### src/rtl/rap_pkg.sv
package rap_pkg;
  typedef enum logic [1:0] {
    SEL_DATA   = 2'd0,
    SEL_PTR_LO = 2'd1,
    SEL_PTR_HI = 2'd2,
    SEL_RSVD   = 2'd3
  } rap_sel_e;

  localparam int unsigned HI_RD_BIT  = 7;
  localparam int unsigned HI_INC_BIT = 6;
endpackage

### src/rtl/rap_pointer.sv
module rap_pointer #(
  parameter int unsigned ADDR_W = 11,
  parameter int unsigned DATA_W = 8,
  localparam int unsigned HI_W  = ADDR_W - DATA_W
) (
  input  logic              clk_i,
  input  logic              rst_ni,
  input  logic              ld_lo_i,
  input  logic              ld_hi_i,
  input  logic [DATA_W-1:0] lo_i,
  input  logic [HI_W-1:0]   hi_addr_i,
  input  logic              hi_rd_i,
  input  logic              hi_inc_i,
  input  logic              step_i,
  output logic [ADDR_W-1:0] ptr_o,
  output logic              rd_mode_o,
  output logic              auto_inc_o
);
  always_ff @(posedge clk_i or negedge rst_ni) begin
    if (!rst_ni) begin
      ptr_o      <= '0;
      rd_mode_o  <= 1'b0;
      auto_inc_o <= 1'b0;
    end else if (ld_hi_i) begin
      rd_mode_o                  <= hi_rd_i;
      auto_inc_o                 <= hi_inc_i;
      ptr_o[ADDR_W-1:DATA_W]     <= hi_addr_i;
    end else if (ld_lo_i) begin
      ptr_o[DATA_W-1:0]          <= lo_i;
    end else if (step_i) begin
      ptr_o                      <= ptr_o + 1'b1;  // natural wrap at top of RAM
    end
  end

  p_step_r4: assert property (@(posedge clk_i) disable iff (!rst_ni)
    step_i |=> ptr_o == ADDR_W'($past(ptr_o) + 1'b1));

  p_wrap_r5: assert property (@(posedge clk_i) disable iff (!rst_ni)
    (step_i && (&ptr_o)) |=> ptr_o == '0);
endmodule

### src/rtl/rap_prefetch.sv
module rap_prefetch #(
  parameter int unsigned DATA_W = 8
) (
  input  logic              clk_i,
  input  logic              rst_ni,
  input  logic              start_i,
  input  logic [DATA_W-1:0] ram_rdata_i,
  output logic              ram_re_o,
  output logic              busy_o,
  output logic [DATA_W-1:0] buf_o
);
  logic pend_q, wait_q;

  // pend_q: strobe the RAM; wait_q: RAM data valid this cycle
  always_ff @(posedge clk_i or negedge rst_ni) begin
    if (!rst_ni) begin
      pend_q <= 1'b0;
      wait_q <= 1'b0;
      buf_o  <= '0;
    end else begin
      pend_q <= start_i;
      wait_q <= pend_q;
      if (wait_q) buf_o <= ram_rdata_i;
    end
  end

  assign ram_re_o = pend_q;
  assign busy_o   = pend_q | wait_q;

  p_busy_span_r6: assert property (@(posedge clk_i) disable iff (!rst_ni)
    $rose(busy_o) |=> busy_o);

  p_reload_hold_r10: assert property (@(posedge clk_i) disable iff (!rst_ni)
    start_i |=> ##1 busy_o);
endmodule

### src/rtl/ram_access_port.sv
module ram_access_port #(
  parameter int unsigned ADDR_W = 11,
  parameter int unsigned DATA_W = 8
) (
  input  logic              clk_i,
  input  logic              rst_ni,
  input  logic              req_i,
  input  logic              we_i,
  input  logic [1:0]        sel_i,
  input  logic [DATA_W-1:0] wdata_i,
  output logic [DATA_W-1:0] rdata_o,
  output logic              busy_o,
  output logic [ADDR_W-1:0] ram_addr_o,
  output logic              ram_re_o,
  output logic              ram_we_o,
  output logic [DATA_W-1:0] ram_wdata_o,
  input  logic [DATA_W-1:0] ram_rdata_i
);
  import rap_pkg::*;

  localparam int unsigned HI_W  = ADDR_W - DATA_W;
  localparam int unsigned PAD_W = DATA_W - 2 - HI_W;

  rap_sel_e            sel;
  logic [ADDR_W-1:0]   ptr;
  logic                rd_mode, auto_inc;
  logic [DATA_W-1:0]   pf_buf;
  logic                ld_lo, ld_hi, data_rd_ok, data_wr_ok, step, start;
  logic [DATA_W-1:0]   rd_mux;

  assign sel        = rap_sel_e'(sel_i);
  assign ld_lo      = req_i && we_i && (sel == SEL_PTR_LO);
  assign ld_hi      = req_i && we_i && (sel == SEL_PTR_HI);
  assign data_rd_ok = req_i && !we_i && (sel == SEL_DATA) && rd_mode && !busy_o;
  assign data_wr_ok = req_i && we_i && (sel == SEL_DATA) && !rd_mode && !busy_o;
  assign step       = (data_rd_ok || data_wr_ok) && auto_inc;
  assign start      = (ld_lo && rd_mode) || (ld_hi && wdata_i[HI_RD_BIT])
                    || (data_rd_ok && auto_inc);

  rap_pointer #(.ADDR_W(ADDR_W), .DATA_W(DATA_W)) u_ptr (
    .clk_i      (clk_i),
    .rst_ni     (rst_ni),
    .ld_lo_i    (ld_lo),
    .ld_hi_i    (ld_hi),
    .lo_i       (wdata_i),
    .hi_addr_i  (wdata_i[HI_W-1:0]),
    .hi_rd_i    (wdata_i[HI_RD_BIT]),
    .hi_inc_i   (wdata_i[HI_INC_BIT]),
    .step_i     (step),
    .ptr_o      (ptr),
    .rd_mode_o  (rd_mode),
    .auto_inc_o (auto_inc)
  );

  rap_prefetch #(.DATA_W(DATA_W)) u_pf (
    .clk_i       (clk_i),
    .rst_ni      (rst_ni),
    .start_i     (start),
    .ram_rdata_i (ram_rdata_i),
    .ram_re_o    (ram_re_o),
    .busy_o      (busy_o),
    .buf_o       (pf_buf)
  );

  always_comb begin
    unique case (sel)
      SEL_DATA:   rd_mux = data_rd_ok ? pf_buf : '0;
      SEL_PTR_LO: rd_mux = ptr[DATA_W-1:0];
      SEL_PTR_HI: rd_mux = {rd_mode, auto_inc, {PAD_W{1'b0}}, ptr[ADDR_W-1:DATA_W]};
      default:    rd_mux = '0;
    endcase
  end

  always_ff @(posedge clk_i or negedge rst_ni) begin
    if (!rst_ni)               rdata_o <= '0;
    else if (req_i && !we_i)   rdata_o <= rd_mux;
  end

  assign ram_addr_o  = ptr;
  assign ram_we_o    = data_wr_ok;
  assign ram_wdata_o = wdata_i;

  p_rw_excl_r8: assert property (@(posedge clk_i) disable iff (!rst_ni)
    !(ram_re_o && ram_we_o));

  p_blocked_r8: assert property (@(posedge clk_i) disable iff (!rst_ni)
    (req_i && sel_i == SEL_DATA && busy_o) |=> ram_addr_o == $past(ram_addr_o));

  p_wr_dir_r9: assert property (@(posedge clk_i) disable iff (!rst_ni)
    ram_we_o |-> !rd_mode);

  p_load_fetch_r6: assert property (@(posedge clk_i) disable iff (!rst_ni)
    (req_i && we_i && sel_i == SEL_PTR_HI && wdata_i[HI_RD_BIT]) |=> (ram_re_o && busy_o));

  p_seq_fetch_r7: assert property (@(posedge clk_i) disable iff (!rst_ni)
    (data_rd_ok && auto_inc) |=> (ram_re_o && ram_addr_o == ADDR_W'($past(ram_addr_o) + 1'b1)));
endmodule

### config.mk
export PLATFORM = sky130hd
export DESIGN_NAME = ram_access_port
export DESIGN_NICKNAME = d
export VERILOG_FILES = /design/src/rtl/rap_pkg.sv /design/src/rtl/rap_pointer.sv /design/src/rtl/rap_prefetch.sv /design/src/rtl/ram_access_port.sv
export SDC_FILE = /design/constraint.sdc
export NUM_CORES = 1
export LEC_CHECK = 0
export BUFFER_PORTS_ARGS = -buffer_cell sky130_fd_sc_hd__buf_2
export CAP_MARGIN = 0
export CELL_PAD_IN_SITES_DETAIL_PLACEMENT = 2
export CELL_PAD_IN_SITES_GLOBAL_PLACEMENT = 2
export CORE_MARGIN = 4
export CORE_UTILIZATION = 31
export DETAILED_ROUTE_END_ITERATION = 10
export PLACE_DENSITY_LB_ADDON = 0.1
export SYNTH_ARGS = -nofsm -noshare
export SYNTH_HDL_FRONTEND = slang
export SYNTH_SLANG_ARGS = --single-unit
### constraint.sdc
create_clock -name clk_i -period 2.2 [get_ports clk_i]
set_input_delay 0.44 -clock clk_i [delete_from_list [all_inputs] [get_ports clk_i]]
set_output_delay 0.44 -clock clk_i [all_outputs]
set_load 0.05 [all_outputs]
==> metrics.cfg <==
[critical_path]
cp_top_family=simple AND/OR/NAND/NOR gates
worstReg2RegEnd=u_ptr.ptr_o[3]
path_buf_inv=1
arrival_ns=1.67
cp_max_fo=3
cp-start-kind=flip-flop
worstPathCellList=or4_1 -> nor3_4 -> clkbuf_4
critPathRequiredTime_ns=1.76
crit_cells=3
path_class=reg2out
reg2regPathDepth=5
slowest_delay_ns=0.55
crit_path_top_delay_cell=or4_1
rrSetupSlack_ns=0.22
r2r-start=u_pf.wait_q
cp-end-kind=primary output

[flow_run]
cap_violations=0

[detailed_routing]
routed_wl_um=5560
met1Wirelength_um=2340
maxUsedRoutingLayer=met4
met3WireLength_um=210
antenna_left=0
via_per_inst=5.34
first_pass_iters=6
drtIter0Drc=99
dr_total_vias=1539
post_drt_wl_per_cell_um=19.3
drc=0
dr_wl_met2_um=2950

[timing]
maxSlewHeadroom_pct=51.9
worst_slack_ns=0.0945
slew_viol_final=0
min_period_ns=2.11
finClkSkew_ns=0.00251
worst_pin_slew_ns=0.722
fin_crit_sh_pct=95.7
rsz0062_at_grt=false
fmax_mhz=475
hold_viol=0
finalSetupViolCount=0

[global_route]
first_global_vias=1718
track_usage_pct=18.2
grt_remaining_overflow=0
grt_pass1_wl_um=8970
antenna_found_initial=0
grt_max_degree=32

[synthesis]
synthesis.instances=168
synth_seq_area_share_pct=45.7
synth_area_um2=1700
synth_cell_types=41
syn_nets=191
yosys_register_bits=31
ys_warn_count=0
synth_edf_count=0
avgSynthCellArea_um2=10.1
async_flop_share_pct=100
ys_top_cells_by_area=dfrtp_1, mux2_2, nand2_1
yosysTopAreaCell=dfrtp_1
synth-main-ff-cell=dfrtp_1
yosysTopAreaCellShare_pct=45.7

[power]
peakVddDrop_v=0.000335
p_int_mw=1.13
power_mw=1.96
combPwrFrac_pct=34.2
netSwitchingFraction_pct=42.3
leakagePower_nw=0.940
seq_power_share_pct=42.5
p_per_area_nw_per_um2=936
switchingPower_uw=830
clkPwrFrac_pct=23.2

[clock_network]
cts_buffers=5
cts_sinks=31
clk_pin_slew_worst_paths_ns=0.06
cts_root_buf=clkbuf_8
cts_tree=yes
clk_latency_ns=0.28
clock_path_buffers=2
htree_levels=2

[final_layout]
drive_gt1_share_pct=37.6
num_antenna_cells=0
final_cell_area_um2=2100
nets=241
final_core_util_pct=40.3
area_growth_pct=23.3

[place]
place.gp.congestion=0.761
numPortBuffers=51
hpwl_um=4310
placed_area_um2=2010
place_ws_ns=-0.0251

[floorplan]
pin_count=52
initial_core_util_pct=32.6
placementRows=26
chipWidth_um=82.0
core_area_um2=5200
die_height_um=82.0
die_area_um2=6730

[hold_path]
hold_path_class=in2async

[run_status]
status=complete, no violations

layout make-up:
class                   instances  area, µm²
flip-flops and latches         31        776
clock inverters                 1       5.00
well taps                      70       87.6
clock buffers                   6       82.6
fillers                       602       3110
repair buffers                 59        318
multi-input cells             118        816
inverters                       3       11.3
state kept, by name (all words and copies together), names as in the netlist:
register / flops
rdata_o: 8
u_pf.buf_o: 8
u_pf.ram_re_o: 1
u_pf.wait_q: 1
u_ptr.auto_inc_o: 1
u_ptr.ptr_o: 11
u_ptr.rd_mode_o: 1
cell usage in the layout (no fill, tap or decap), types with 6 or more instances in the layout:
master / instances
buf_2: 50
dfrtp_1: 31
nand2_1: 24
o21ai_1: 10
mux2_2: 8
buf_4: 8
a222oi_1: 6
nor2_1: 6
clkbuf_8: 6
timing repair:
item,4_1_cts,5_1_grt
hold buffers,0,0
endpoints found under the hold margin,0,0
setup endpoints to repair,0,1
resized for setup,0,1
setup buffers,0,0
metrics by stage:
step / cells / hold WS, ns / setup TNS (ns)
floorplan: 168 / 0.144 / 0
global placement: 281 / 0.443 / 0
detailed placement: 281 / 0.445 / -0.0251
CTS: 288 / 0.245 / 0
global route: 288 / 0.263 / 0
finish: 288 / 0.212 / 0
power groups by stage:
stage / Clock (mW) / Combinational, mW / Sequential, mW
6_report: 0.456 / 0.671 / 0.834
5_1_grt: 0.504 / 0.721 / 0.852
4_1_cts: 0.466 / 0.680 / 0.837
3_5_place_dp: 0 / 0.675 / 0.848
3_3_place_gp: 0 / 0.648 / 0.840
2_1_floorplan: 0 / 0.281 / 1.01
kinds of logic (layout without fill, tap and decap cells):
family          Yosys count  in the layout  share of synthesized area [%]
flops                    31             31                           45.7
xor+xnor                  4              4                           2.06
compound gates           32             32                           12.7
buf+inv                  19             69                           6.99
mux                      13             13                           8.25
simple gates             68             68                           23.6
fa+ha+maj                 1              1                          0.736
synthesized netlist by cell type (all sizes together), types with 3 or more instances:
library cell,number
nor3,4
a222oi,6
a31oi,4
clkbuf,5
nor2,6
nand3,5
dfrtp,31
a22oi,3
o21ai,14
nor4,5
buf,11
nand4,6
mux2i,5
mux2,8
or4,3
and2,5
inv,3
nand2,24
per-layer routing:
metal / track usage (%) / up-vias
met5: 0 / -
met4: 6.15 / 0
met3: 4.06 / 7
met2: 32.1 / 41
met1: 21.5 / 778
li1: - / 713
worst max-delay path by stage:
stage | startpoint | endpoint | slack (ns)
finish | u_pf.wait_q | ram_we_o | 0.09
global route | u_pf.wait_q | ram_we_o | 0.003
CTS | u_pf.wait_q | ram_we_o | 0.05
detailed placement | sel_i[1] | u_ptr.ptr_o[3] | -0.03
global placement | sel_i[1] | u_ptr.ptr_o[3] | 0.04
floorplan | u_pf.ram_re_o | ram_we_o | 0.1
Note: power is estimated with default switching activity, not from simulation.
